$ cat src/rtl/spi_req_pkg.sv
package spi_req_pkg;
    typedef enum logic [2:0] {
        ST_IDLE,
        ST_M_GAP,
        ST_M_WAIT,
        ST_M_SHIFT,
        ST_S_READY,
        ST_S_SHIFT
    } port_state_t;
endpackage

$ cat src/rtl/spi_req_sync.sv
module spi_req_sync #(
    parameter int             W    = 4,
    parameter logic [W-1:0]   INIT = '0
) (
    input  logic         clk,
    input  logic         rst_n,
    input  logic [W-1:0] d,
    output logic [W-1:0] q
);
    logic [W-1:0] meta;

    always_ff @(posedge clk or negedge rst_n) begin
        if (!rst_n) begin
            meta <= INIT;
            q    <= INIT;
        end else begin
            meta <= d;
            q    <= meta;
        end
    end
endmodule

$ cat src/rtl/spi_req_tick.sv
module spi_req_tick #(
    parameter int DIV_W = 8
) (
    input  logic             clk,
    input  logic             rst_n,
    input  logic             run,
    input  logic [DIV_W-1:0] div,
    output logic             tick
);
    logic [DIV_W-1:0] cnt;

    always_ff @(posedge clk or negedge rst_n) begin
        if (!rst_n)           cnt <= '0;
        else if (!run)        cnt <= '0;
        else if (cnt == div)  cnt <= '0;
        else                  cnt <= cnt + DIV_W'(1);
    end

    assign tick = run && (cnt == div);
endmodule

$ cat src/rtl/spi_req_port.sv
module spi_req_port
    import spi_req_pkg::*;
#(
    parameter int WORD  = 24,
    parameter int DIV_W = 8
) (
    input  logic             clk,
    input  logic             rst_n,
    input  logic             mode_master,
    input  logic [1:0]       req_en,
    input  logic [DIV_W-1:0] clk_div,
    input  logic             err_clr,
    input  logic [WORD-1:0]  tx_word,
    output logic             tx_taken,
    output logic [WORD-1:0]  rx_word,
    output logic             rx_valid,
    output logic             bus_err,
    input  logic             ss_n,
    input  logic             sck_in,
    output logic             sck_out,
    output logic             sck_oe,
    input  logic             mosi_in,
    output logic             mosi_out,
    output logic             mosi_oe,
    input  logic             miso_in,
    output logic             miso_out,
    output logic             miso_oe,
    input  logic             hreq_in,
    output logic             hreq_out,
    output logic             hreq_oe
);
    localparam int CNT_W = $clog2(WORD + 1);
    localparam logic [CNT_W-1:0] LAST = CNT_W'(WORD);

    port_state_t state, nxt;

    logic [3:0]      pin_s;
    logic            hreq_s, ss_act, sck_s, mosi_s, sck_d;
    logic            sck_rise, sck_fall, tick, sck_q, samp;
    logic [WORD-1:0] shreg;
    logic [CNT_W-1:0] bitcnt;
    logic            m_rise, m_fall;

    // Order: hreq_n, ss_n, sck, mosi; idle values are high, high, low, low
    spi_req_sync #(.W(4), .INIT(4'b1100)) u_sync (
        .clk   (clk),
        .rst_n (rst_n),
        .d     ({hreq_in, ss_n, sck_in, mosi_in}),
        .q     (pin_s)
    );
    assign hreq_s = pin_s[3];
    assign ss_act = !pin_s[2];
    assign sck_s  = pin_s[1];
    assign mosi_s = pin_s[0];

    spi_req_tick #(.DIV_W(DIV_W)) u_tick (
        .clk   (clk),
        .rst_n (rst_n),
        .run   (state == ST_M_SHIFT),
        .div   (clk_div),
        .tick  (tick)
    );

    always_ff @(posedge clk or negedge rst_n) begin
        if (!rst_n) sck_d <= 1'b0;
        else        sck_d <= sck_s;
    end
    assign sck_rise = sck_s && !sck_d;
    assign sck_fall = !sck_s && sck_d;
    assign m_rise   = (state == ST_M_SHIFT) && tick && !sck_q;
    assign m_fall   = (state == ST_M_SHIFT) && tick && sck_q;

    // State register
    always_ff @(posedge clk or negedge rst_n) begin
        if (!rst_n) state <= ST_IDLE;
        else        state <= nxt;
    end

    // Next state
    always_comb begin
        nxt = state;
        unique case (state)
            ST_IDLE:    nxt = mode_master ? ST_M_GAP : ST_S_READY;
            ST_M_GAP:   if (!mode_master) nxt = ST_IDLE;
                        else if (hreq_s) nxt = ST_M_WAIT;
            ST_M_WAIT:  if (!mode_master) nxt = ST_IDLE;
                        else if (!hreq_s && !bus_err) nxt = ST_M_SHIFT;
            ST_M_SHIFT: if (!mode_master) nxt = ST_IDLE;
                        else if (m_fall && bitcnt == LAST) nxt = ST_M_GAP;
            ST_S_READY: if (mode_master) nxt = ST_IDLE;
                        else if (ss_act && sck_rise) nxt = ST_S_SHIFT;
            ST_S_SHIFT: if (mode_master) nxt = ST_IDLE;
                        else if (!ss_act) nxt = ST_S_READY;
                        else if (sck_fall && bitcnt == LAST) nxt = ST_S_READY;
            default:    nxt = ST_IDLE;
        endcase
    end

    // Datapath
    always_ff @(posedge clk or negedge rst_n) begin
        if (!rst_n) begin
            shreg    <= '0;
            samp     <= 1'b0;
            bitcnt   <= '0;
            sck_q    <= 1'b0;
            rx_word  <= '0;
            rx_valid <= 1'b0;
            tx_taken <= 1'b0;
        end else begin
            rx_valid <= 1'b0;
            tx_taken <= 1'b0;
            unique case (state)
                ST_M_WAIT: begin
                    sck_q <= 1'b0;
                    if (nxt == ST_M_SHIFT) begin
                        shreg    <= tx_word;
                        bitcnt   <= '0;
                        tx_taken <= 1'b1;
                    end
                end
                ST_M_SHIFT: begin
                    if (m_rise) begin
                        sck_q  <= 1'b1;
                        samp   <= miso_in;
                        bitcnt <= bitcnt + CNT_W'(1);
                    end else if (m_fall) begin
                        sck_q <= 1'b0;
                        shreg <= {shreg[WORD-2:0], samp};
                        if (bitcnt == LAST) begin
                            rx_word  <= {shreg[WORD-2:0], samp};
                            rx_valid <= 1'b1;
                        end
                    end
                    if (!mode_master) sck_q <= 1'b0;
                end
                ST_S_READY: begin
                    sck_q <= 1'b0;
                    if (ss_act && sck_rise) begin
                        samp     <= mosi_s;
                        bitcnt   <= CNT_W'(1);
                        tx_taken <= 1'b1;
                    end else begin
                        shreg <= tx_word;
                    end
                end
                ST_S_SHIFT: begin
                    if (ss_act && sck_rise) begin
                        samp   <= mosi_s;
                        bitcnt <= bitcnt + CNT_W'(1);
                    end else if (ss_act && sck_fall) begin
                        shreg <= {shreg[WORD-2:0], samp};
                        if (bitcnt == LAST) begin
                            rx_word  <= {shreg[WORD-2:0], samp};
                            rx_valid <= 1'b1;
                        end
                    end
                end
                default: sck_q <= 1'b0;
            endcase
        end
    end

    // Sticky bus error: set wins over clear
    always_ff @(posedge clk or negedge rst_n) begin
        if (!rst_n)                     bus_err <= 1'b0;
        else if (mode_master && ss_act) bus_err <= 1'b1;
        else if (err_clr)               bus_err <= 1'b0;
    end

    // Outputs
    always_comb begin
        sck_out  = sck_q;
        sck_oe   = mode_master;
        mosi_out = shreg[WORD-1];
        mosi_oe  = mode_master;
        miso_out = shreg[WORD-1];
        miso_oe  = rst_n && !mode_master && ss_act;
        hreq_out = (state != ST_S_READY);
        hreq_oe  = rst_n && !mode_master && (req_en != 2'b00);
    end

    AST_REQ_DROP: assert property (@(posedge clk) disable iff (!rst_n)
        (state == ST_S_READY && !mode_master && ss_act && sck_rise) |=> hreq_out);
    AST_FRESH_REQ: assert property (@(posedge clk) disable iff (!rst_n)
        (state == ST_M_GAP) |=> (state != ST_M_SHIFT));
    AST_ERR_SET: assert property (@(posedge clk) disable iff (!rst_n)
        (mode_master && ss_act) |=> bus_err);
    AST_ERR_HOLD: assert property (@(posedge clk) disable iff (!rst_n)
        (bus_err && !err_clr) |=> bus_err);
    AST_ERR_NO_START: assert property (@(posedge clk) disable iff (!rst_n)
        (state == ST_M_WAIT && bus_err) |=> (state != ST_M_SHIFT));
    AST_RX_PULSE: assert property (@(posedge clk) disable iff (!rst_n)
        rx_valid |=> !rx_valid);
endmodule

$ cat config.mk
export PLATFORM = sky130hd
export DESIGN_NAME = spi_req_port
export DESIGN_NICKNAME = d
export VERILOG_FILES = /design/src/rtl/spi_req_pkg.sv /design/src/rtl/spi_req_sync.sv /design/src/rtl/spi_req_tick.sv /design/src/rtl/spi_req_port.sv
export SDC_FILE = /design/constraint.sdc
export NUM_CORES = 1
export LEC_CHECK = 0
export BUFFER_PORTS_ARGS = -buffer_cell sky130_fd_sc_hd__buf_2
export CORE_MARGIN = 2
export CORE_UTILIZATION = 55
export DETAILED_ROUTE_END_ITERATION = 16
export PLACE_DENSITY = 0.86
export SYNTH_ARGS = -nofsm -noshare
export SYNTH_HDL_FRONTEND = slang
export SYNTH_HIERARCHICAL = 1
export SYNTH_SLANG_ARGS = --single-unit
$ cat constraint.sdc
create_clock -name clk -period 3.2 [get_ports clk]
set_input_delay 0.32 -clock clk [delete_from_list [all_inputs] [get_ports clk]]
set_output_delay 0.32 -clock clk [all_outputs]
set_load 0.01 [all_outputs]
==> out/metrics.yaml, run 1 <==
run_status:
  run_status: "finished clean"
grt:
  grt_max_degree: 56
  antenna_found_initial: 0
  grt_pass1_wl_mm: 12.2
  gr-total-overflow: 0
  groute.usage.overall_pct: 20.9
  grt_pass1_vias: 2568
power:
  max-vdd-ir-drop_uv: 386
  p_leak_nw: 2.17
  powerDensity_nw_per_um2: 598
synthesis:
  synth_xor_area_share_pct: 4.09
  netlist_area_um2: 3820
  ys_top_cells_by_area: "dfrtp_1, mux2_2, mux2_4, dfstp_2, xor2_1"
  yosys.area.top_type: "dfrtp_1"
  synth_top_family_by_area: "multiplexers"
  synthArstFlopShare_pct: 100
  ys.warnings.count: 6
  ys_seq_elements: 78
  synthMuxAreaShare_pct: 23.5
  synth_compound_area_share_pct: 7.04
  syn-instance-count: 282
  synth_adder_area_share_pct: 0.983
  syn_avg_cell_area_um2: 13.5
  synth_ff_type: "dfrtp_1"
  yosysMostFrequentCell: "dfrtp_1"
  synth_top_area_share_pct: 48.5
  synthDistinctLibCells: 52
  synth_common_cells: "dfrtp_1, mux2_2, mux2_4"
  syn_nets: 328
  synth_edf_count: 0
  synthSimpleGateAreaFrac_pct: 8.88
  yosysSeqAreaShare_pct: 51.2
timing:
  hold_violations: 0
  setup_slack_ns: 0.571
  setup_tns_ns: 0
  fmax_mhz: 380
  rsz0062_at_grt: "no"
  slew-limit-headroom_pct: 53.3
  worst_pin_slew_ns: 0.700
  fin_crit_sh_pct: 82.2
  finClkSkew_ns: 0.0109
  period_needed_ns: 2.63
  finalMaxSlewViolations: 0
  setup_viol: 0
detailed_routing:
  drc: 0
  wirelength_mm: 7.44
  vias_per_cell: 5.68
  drtIter0Drc: 155
  drt-wirelength-per-cell_um: 16.6
  firstDrtPassIters: 4
  routed-via-count: 2551
  final_antenna_net_count: 0
die:
  rows: 30
  die-height_um: 87.3
  coreArea_um2: 6760
  io_pins: 78
  start_util_pct: 56.5
  die_w_um: 87.3
  die_area_um2: 7630
cells_and_area:
  fill_cells: 512
  nets: 410
  post_layout_nonfiller_instances: 449
  drive_above_1_share_pct: 50.4
  fin_area_um2: 4460
  insertedDiodeCount: 0
  syn_to_final_growth_pct: 16.8
place:
  dp_hpwl_mm: 5.20
  dp_cells: 432
  gp_congestion: 0.890
  port_buffers: 77
  post-place-ws_ns: 0.566
  placed_cell_area_um2: 4250
cts:
  insertion_delay_ns: 0.35
  root_buffer: "clkbuf_8"
  cts_max_path_buffers: 2
  numCtsBuffers: 9
  clkTransAtPathRegs_ns: 0.08
  cts_tree: "yes"
  post_cts_resized: 0
  htreeDepth: 3
  numClockSinks: 78
worst_hold_path:
  min_path_cells: 1
  whs_endpoint: "u_sync/meta[2]"
  min_path_type: "in -> reg"
  worstHoldStart: "ss_n"
worst_setup_path:
  path_max_fanout: 24
  r2r_slack_ns: 0.57
  reg2reg_from: "u_tick/cnt[4]"
  worst-endpoint-required_ns: 3.43
  cp_slowest_cell: "dfrtp_1"
  reg2reg_depth: 8
  critical_path.cell_chain: "xor2_1 > nor4_2 > and3_1 > nand2_1 > a32o_2 > nor3_4 > buf_4 > mux2_2"
  path_class: "reg -> reg"
  worst_ep_arrival_time_ns: 2.86
  startpoint_type: "flip-flop"
  max_stage_delay_ns: 0.45
  worstSetupEndpointType: "flip-flop"
  r2r_end: "rx_word[8]"
job:
  max-cap-violations: 0
==> registers in the layout (all words and copies together) (netlist names) <==
register	count
rx_word	24
shreg	24
u_tick/cnt	8
bitcnt	5
u_sync/meta	4
u_sync/q	4
state	3
bus_err	1
rx_valid	1
samp	1
sck_d	1
sck_out	1
tx_taken	1
==> worst max-delay path, delay by kind of cell, from the launching register on <==
family	cells	cell delay, ns
AOI/OAI and AO/OA	1	0.27
xor gates and xnor gates	1	0.17
buffers and inverters	1	0.33
DFF	1	0.45
muxes	1	0.39
and+or+nand+nor	4	0.89
==> placed cells by master, fill, tap and decap left out, types with 3 or more instances in the layout <==
master	instances
nand2_1	10
a21oi_1	3
xor2_1	10
nor3b_1	3
mux2_4	20
dfstp_2	4
inv_1	10
mux2_2	51
nor2_1	5
a211oi_1	6
nor2b_1	6
nand3_1	7
or3_1	4
a221oi_1	3
dfrtp_1	74
clkinvlp_4	3
ha_1	3
buf_2	76
buf_4	8
clkbuf_8	9
o21ai_0	8
==> per-stage QoR <==
stage	total power (W)	hold slack, ns	util (%)
global placement	0.00191	0.238	63.0
global route	0.00281	0.0520	66.0
finish	0.00267	0.0739	66.0
floorplan	0.00178	0.0244	-
CTS	0.00269	0.0569	66.0
detailed placement	0.00195	0.239	63.0
==> report_power, final <==
part	total, W	internal (W)	switching (W)
logic	0.000591	0.000366	0.000225
registers	0.00135	0.00118	0.000170
clock network	0.000732	0.000364	0.000367
total	0.00267	0.00191	0.000762
==> per-layer routing <==
| metal | global-route usage, % | wire length [um] |
|---|---|---|
| met1 | 28.0 | 3180 |
| met2 | 33.1 | 3810 |
| met3 | 3.22 | 258 |
| met4 | 10.5 | 191 |
| met5 | 0 | 0 |
==> kinds of logic after synthesis <==
| group | count (synthesis) |
|---|---|
| adder cells (fa/ha/maj) | 3 |
| AND/OR/NAND/NOR | 55 |
| flip-flops | 78 |
| buffers and inverters | 25 |
| multiplexers | 73 |
| AO/OA/AOI/OAI | 34 |
| XOR/XNOR | 14 |
==> cell type report <==
cell class / count / area [um^2] / area share, %
flip-flops and latches: 78 / 1960 / 43.9
multi-input cells: 179 / 1700 / 38.1
repair buffers: 86 / 470 / 10.5
clock buffers: 10 / 128 / 2.86
well taps: 80 / 100 / 2.24
clock inverters: 6 / 70.1 / 1.57
inverters: 10 / 37.5 / 0.841
==> worst max path at each step <==
stage | start | to | slack, ns | cells after the start
6_report | u_tick/cnt[4] | rx_word[8] | 0.57 | 8
5_1_grt | state[1] | rx_word[8] | 0.38 | 8
4_1_cts | u_tick/cnt[3] | rx_word[8] | 0.57 | 8
3_5_place_dp | clk_div[7] | rx_word[8] | 0.57 | 9
3_3_place_gp | clk_div[7] | rx_word[7] | 0.65 | 9
2_1_floorplan | u_tick/cnt[3] | shreg[10] | 0.52 | 9
==> repair_timing <==
action,4_1_cts,5_1_grt
hold endpoints to repair,19,0
hold buffers,1,0
endpoints found under the setup margin,0,0
buffers inserted,0,0
No activity file was read; power rests on OpenSTA's default activity.
==> inputs of run 2 (changes only) <==
Clock period 3.2 ns to 2.6 ns, I/O delays scaled along.
==> out/metrics.yaml, run 2 (synthesis results as in run 1) <==
run_status:
  run_status: "finished clean"  # unchanged
die:
  die_area_um2: 7630  # unchanged
  start_util_pct: 56.5  # unchanged
  io_pins: 78  # unchanged
  die-height_um: 87.3  # unchanged
  rows: 30  # unchanged
  die_w_um: 87.3  # unchanged
  coreArea_um2: 6760  # unchanged
cells_and_area:
  regArea_um2: 1960  # unchanged
  multi_input_area_um2: 1720  # was 1700 um^2
  nets: 418  # was 410
  drive_above_1_share_pct: 50.9  # was 50.4%
  final_common_cell: "buf_2"  # unchanged
  insertedDiodeCount: 0  # unchanged
  most-common-layout-cells: "buf_2, dfrtp_1, mux2_2, mux2_4, buf_4"  # was buf_2, dfrtp_1, mux2_2, mux2_4
  syn_to_final_growth_pct: 19.3  # was 16.8%
  largestRegisters: "rx_word x24, shreg x24, u_tick/cnt x8"  # unchanged
  fin_area_um2: 4560  # was 4460 um^2
  fill_cells: 503  # was 512
place:
  placed_cell_area_um2: 4330  # was 4250 um^2
  gp_congestion: 0.817  # was 0.890
  port_buffers: 77  # unchanged
  dp_hpwl_mm: 5.22  # was 5.20 mm
  post-place-ws_ns: 0.232  # was 0.566 ns
cts:
  htreeDepth: 3  # unchanged
  cts_setup_buffers: 0  # unchanged
  clkTransAtPathRegs_ns: 0.08  # about the same
  cts_tree: "yes"  # unchanged
  post_cts_resized: 0  # unchanged
  numCtsBuffers: 9  # unchanged
  insertion_delay_ns: 0.35  # about the same
  numClockSinks: 78  # unchanged
  hold_buffers: 3  # was 1
  cts_max_path_buffers: 2  # unchanged
  root_buffer: "clkbuf_8"  # unchanged
detailed_routing:
  wl_met3_um: 197  # was 258 um
  drt-wirelength-per-cell_um: 15.9  # was 16.6 um
  wl_met2_mm: 3.70  # was 3.81 mm
  firstDrtPassIters: 4  # unchanged
  wl_met1_mm: 3.23  # was 3.18 mm
  final_antenna_net_count: 0  # unchanged
  dr.max_layer_used: "met4"  # unchanged
  drtIter0Drc: 198  # was 155
  routed-via-count: 2506  # was 2,551
  vias_per_cell: 5.48  # was 5.68
  drc: 0  # unchanged
  wirelength_mm: 7.27  # was 7.44 mm
timing:
  rsz0062_at_grt: "no"  # unchanged
  period_needed_ns: 2.42  # was 2.63 ns
  setup_viol: 0  # unchanged
  finalMaxSlewViolations: 0  # unchanged
  setup_slack_ns: 0.184  # was 0.571 ns
  worst_pin_slew_ns: 0.636  # was 0.700 ns
  fmax_mhz: 414  # was 380 MHz
  hold_violations: 0  # unchanged
  slew-limit-headroom_pct: 57.5  # was 53.3%
  fin_crit_sh_pct: 92.9  # was 82.2%
  setup_tns_ns: 0  # unchanged
  finClkSkew_ns: 0.0131  # was 0.0109 ns
worst_hold_path:
  worstHoldStart: "sck_in"  # was ss_n
  min_path_type: "in -> reg"  # unchanged
  whs_endpoint: "u_sync/meta[1]"  # was u_sync/meta[2]
  min_path_cells: 1  # unchanged
worst_setup_path:
  worst-endpoint-required_ns: 2.83  # was 3.43 ns
  worst_ep_arrival_time_ns: 2.65  # was 2.86 ns
  reg2reg_from: "u_tick/cnt[4]"  # unchanged
  worstSetupEndpointType: "flip-flop"  # unchanged
  r2r_end: "shreg[0]"  # was rx_word[8]
  startpoint_type: "flip-flop"  # unchanged
  path_class: "reg -> reg"  # unchanged
  reg2reg_depth: 8  # unchanged
  path_max_fanout: 24  # unchanged
  r2r_slack_ns: 0.18  # was 0.57 ns
power:
  powerDensity_nw_per_um2: 725  # was 598 nW/um^2
  p_leak_nw: 2.21  # was 2.17 nW
  max-vdd-ir-drop_uv: 402  # was 386 uV
grt:
  grt_max_degree: 30  # was 56
  grt_pass1_vias: 2467  # was 2,568
  antenna_found_initial: 0  # unchanged
  gr-total-overflow: 0  # unchanged
  groute.usage.overall_pct: 20.9  # about the same
  grt_pass1_wl_mm: 12.3  # was 12.2 mm
job:
  max-cap-violations: 0  # unchanged
run 2: cell count changes in the layout (fill, tap and decap cells not counted), sizes merged:
cell,delta
inv,+1
clkinv,-1
dlygate4sd3,+2
buf,+6
run 2: final cells by class:
type	count	area share (%)
Sequential cell	78	42.9
Multi-Input combinational cell	179	37.7
Timing Repair Buffer	94	12.0
Clock buffer	10	2.80
Tap cell	80	2.20
Clock inverter	6	1.54
Inverter	10	0.824
run 2: through the flow:
step | utilization [%] | hold WS [ns] | cells | power, W
3_3_place_gp | 64.1 | 0.173 | 438 | 0.00236
6_report | 67.4 | 0.0158 | 457 | 0.00330
3_5_place_dp | 64.1 | 0.181 | 438 | 0.00241
5_1_grt | 67.4 | 0.000754 | 457 | 0.00349
2_1_floorplan | - | -0.0356 | 282 | 0.00219
4_1_cts | 67.4 | 0.00276 | 457 | 0.00333
run 2: power breakdown:
part / internal (W) / switching (W) / leakage [nW]
Combinational: 0.000460 / 0.000282 / 1.12
Clock: 0.000450 / 0.000464 / 0.0895
Sequential: 0.00145 / 0.000199 / 1.00
Total: 0.00236 / 0.000945 / 2.21
run 2: layer usage:
layer | vias to the layer above | global-route usage, %
met5 | - | 0
met1 | 1251 | 29.0
met2 | 51 | 32.7
li1 | 1194 | -
met3 | 10 | 3.51
met4 | 0 | 8.67
run 2: worst max path at each step:
stage	start	to	cells after the start	slack (ns)
global placement	u_tick/cnt[4]	shreg[22]	8	0.27
global route	u_tick/cnt[4]	bitcnt[4]	8	0.05
floorplan	u_tick/cnt[4]	shreg[10]	8	0.06
finish	u_tick/cnt[4]	shreg[0]	8	0.18
CTS	u_tick/cnt[4]	shreg[0]	8	0.21
detailed placement	u_tick/cnt[4]	shreg[21]	8	0.23
run 2: worst max-delay path: stages, from the launching register on:
cell	delay [ns]
dfrtp_1	0.44
xor2_1	0.19
nor4_4	0.30
and3_1	0.24
nand2_1	0.06
a32o_2	0.26
a211oi_4	0.20
buf_12	0.24
mux2_2	0.35
==> inputs of run 3 (changes only) <==
Settings changed: CELL_PAD_IN_SITES_DETAIL_PLACEMENT set to 2, CELL_PAD_IN_SITES_GLOBAL_PLACEMENT set to 2, CORE_ASPECT_RATIO set to 1.2, CORE_UTILIZATION 55 to 37, PLACE_DENSITY 0.86 to 0.85.
==> out/metrics.yaml, run 3 (synthesis results as in run 1) <==
run_status:
  run_status: "finished clean"  # unchanged
grt:
  grt_max_degree: 45  # was 30
  grt_pass1_vias: 2895  # was 2,467
  grt_pass1_wl_mm: 16.5  # was 12.3 mm
  gr-total-overflow: 0  # unchanged
  groute.usage.overall_pct: 19.0  # was 20.9%
  antenna_found_initial: 0  # unchanged
detailed_routing:
  drt-wirelength-per-cell_um: 20.2  # was 15.9 um
  wirelength_mm: 10.2  # was 7.27 mm
  wl_met1_mm: 4.24  # was 3.23 mm
  wl_met2_mm: 5.52  # was 3.70 mm
  final_antenna_net_count: 0  # unchanged
  routed-via-count: 2631  # was 2,506
  wl_met3_um: 375  # was 197 um
  firstDrtPassIters: 4  # unchanged
  vias_per_cell: 5.20  # was 5.48
  drc: 0  # unchanged
  drtIter0Drc: 77  # was 198
  dr.max_layer_used: "met4"  # unchanged
place:
  gp_congestion: 0.760  # was 0.817
  dp_hpwl_mm: 6.76  # was 5.22 mm
  port_buffers: 77  # unchanged
power:
  combPwrFrac_pct: 21.8  # was 22.5%
  p_sw_share_pct: 28.1  # was 28.6%
  max-vdd-ir-drop_uv: 378  # was 402 uV
  p_leak_nw: 2.30  # was 2.21 nW
  p_clk_share_pct: 33.8  # was 27.7%
  powerDensity_nw_per_um2: 786  # was 725 nW/um^2
  p_sw_w: 0.00106  # was 0.000945 W
  p_seq_share_pct: 44.3  # was 49.9%
  p_int_w: 0.00270  # was 0.00236 W
worst_hold_path:
  min_path_type: "in -> reg"  # unchanged
cells_and_area:
  syn_to_final_growth_pct: 25.2  # was 19.3%
  most-common-layout-cells: "buf_2, dfrtp_1, mux2_2, mux2_4, buf_4"  # unchanged
  post-route-util_pct: 47.8  # was 67.4%
  largestRegisters: "rx_word x24, shreg x24, u_tick/cnt x8"  # unchanged
  nets: 421  # was 418
  final_common_cell: "buf_2"  # unchanged
  drive_above_1_share_pct: 52.9  # was 50.9%
  insertedDiodeCount: 0  # unchanged
timing:
  worst_pin_slew_ns: 0.587  # was 0.636 ns
  setup_tns_ns: 0  # unchanged
  holdWs_ns: 0.0242  # was 0.0158 ns
  fmax_mhz: 399  # was 414 MHz
  setup_viol: 0  # unchanged
  slew-limit-headroom_pct: 60.9  # was 57.5%
  fin_crit_sh_pct: 96.5  # was 92.9%
  finClkSkew_ns: 0.00460  # was 0.0131 ns
  hold_violations: 0  # unchanged
  period_needed_ns: 2.51  # was 2.42 ns
  finalMaxSlewViolations: 0  # unchanged
worst_setup_path:
  cp_slowest_cell: "dfrtp_1"  # unchanged
  path_max_fanout: 12  # was 24
  critical_path.cell_chain: "xor2_1 > nor4_4 > and3_4 > nand2_1 > a32o_2 > a211oi_4 > buf_6 > buf_12 > mux2_2"  # was xor2_1 > nor4_4 > and3_1 > nand2_1 > a32o_2 > a211oi_4 > buf_12 > mux2_2
  worstSetupEndpointType: "flip-flop"  # unchanged
  path_class: "reg -> reg"  # unchanged
  startpoint_type: "flip-flop"  # unchanged
  worst-endpoint-required_ns: 2.82  # was 2.83 ns
  max_stage_delay_ns: 0.44  # about the same
  worst_ep_arrival_time_ns: 2.72  # was 2.65 ns
cts:
  htreeDepth: 3  # unchanged
  cts_max_path_buffers: 2  # unchanged
  clkTransAtPathRegs_ns: 0.06  # was 0.08 ns
  insertion_delay_ns: 0.33  # was 0.35 ns
  root_buffer: "clkbuf_16"  # was clkbuf_8
  numClockSinks: 78  # unchanged
  numCtsBuffers: 9  # unchanged
  cts_tree: "yes"  # unchanged
die:
  start_util_pct: 38.2  # was 56.5%
  io_pins: 78  # unchanged
  coreArea_um2: 10000  # was 6760 um^2
  die_w_um: 96.8  # was 87.3 um
  rows: 40  # was 30
  die_area_um2: 11200  # was 7630 um^2
  die-height_um: 115  # was 87.3 um
job:
  max-cap-violations: 0  # unchanged
[run 3: changes by cell type in the layout (fill, tap and decap cells not counted), moves of 2 or more]
cell and delta:
dlygate4sd3_1 -2, clkinvlp_4 -2, clkbuf_8 -8, inv_6 -2, clkbuf_16 +10, buf_4 +2
clkinv_2 +3
[run 3: worst paths after layout]
check	from	end	slack (ns)	cells after the start
hold / removal	hreq_in	u_sync/meta[3]	0.02	1
hold reg to reg	u_sync/meta[2]	u_sync/q[2]	0.35	0
min in group asynchronous	rst_n	sck_out	0.55	3
setup reg to reg	u_tick/cnt[4]	shreg[0]	0.09	9
max in group asynchronous	rst_n	rx_word[22]	1.59	3
setup / recovery	u_tick/cnt[4]	shreg[0]	0.09	9
[run 3: layer usage]
metal | global-route usage, % | vias up
met5 | 0 | -
met4 | 5.35 | 0
met3 | 4.56 | 5
met2 | 34.2 | 61
met1 | 22.8 | 1365
li1 | - | 1200
[run 3: timing repair]
| item | in CTS | in global routing |
|---|---|---|
| endpoints found under the setup margin | 0 | 6 |
| endpoints found under the hold margin | 1 | 0 |
| resized for setup | 0 | 4 |
| buffers inserted | 0 | 4 |
| hold buffers | 1 | 0 |
[run 3: stage by stage]
step	instance area [um^2]	power, W	setup WS [ns]	cells
6_report	4780	0.00376	0.0909	506
5_1_grt	4780	0.00394	-0.00556	506
4_1_cts	4710	0.00378	0.0904	501
3_5_place_dp	4400	0.00246	0.100	484
3_3_place_gp	4400	0.00239	0.244	484
2_1_floorplan	3840	0.00219	0.0594	282
[run 3: power groups by stage]
stage	Clock, W	Sequential [W]	Combinational (W)
after floorplan	0	0.00160	0.000596
after global routing	0.00135	0.00171	0.000885
final	0.00127	0.00167	0.000821
after global placement	0	0.00165	0.000734
after CTS	0.00130	0.00167	0.000802
after detailed placement	0	0.00168	0.000783
[run 3: final cells by class]
cell class                 instances  area (um^2)
inverter                          10         37.5
multi-input combinational        179         1730
clock buffer                      10          239
tap                              126          158
fill                            1016         5230
clock inverter                     6         61.3
sequential                        78         1960
timing repair buffer              97          599
[run 3: worst max-delay path: cells and delay by family, from the launching register on]
kind | cells | cell delay, ns
AO/OA/AOI/OAI | 2 | 0.49
flip-flops | 1 | 0.44
multiplexers | 1 | 0.36
AND/OR/NAND/NOR | 3 | 0.59
buffers and inverters | 2 | 0.30
XOR/XNOR | 1 | 0.19
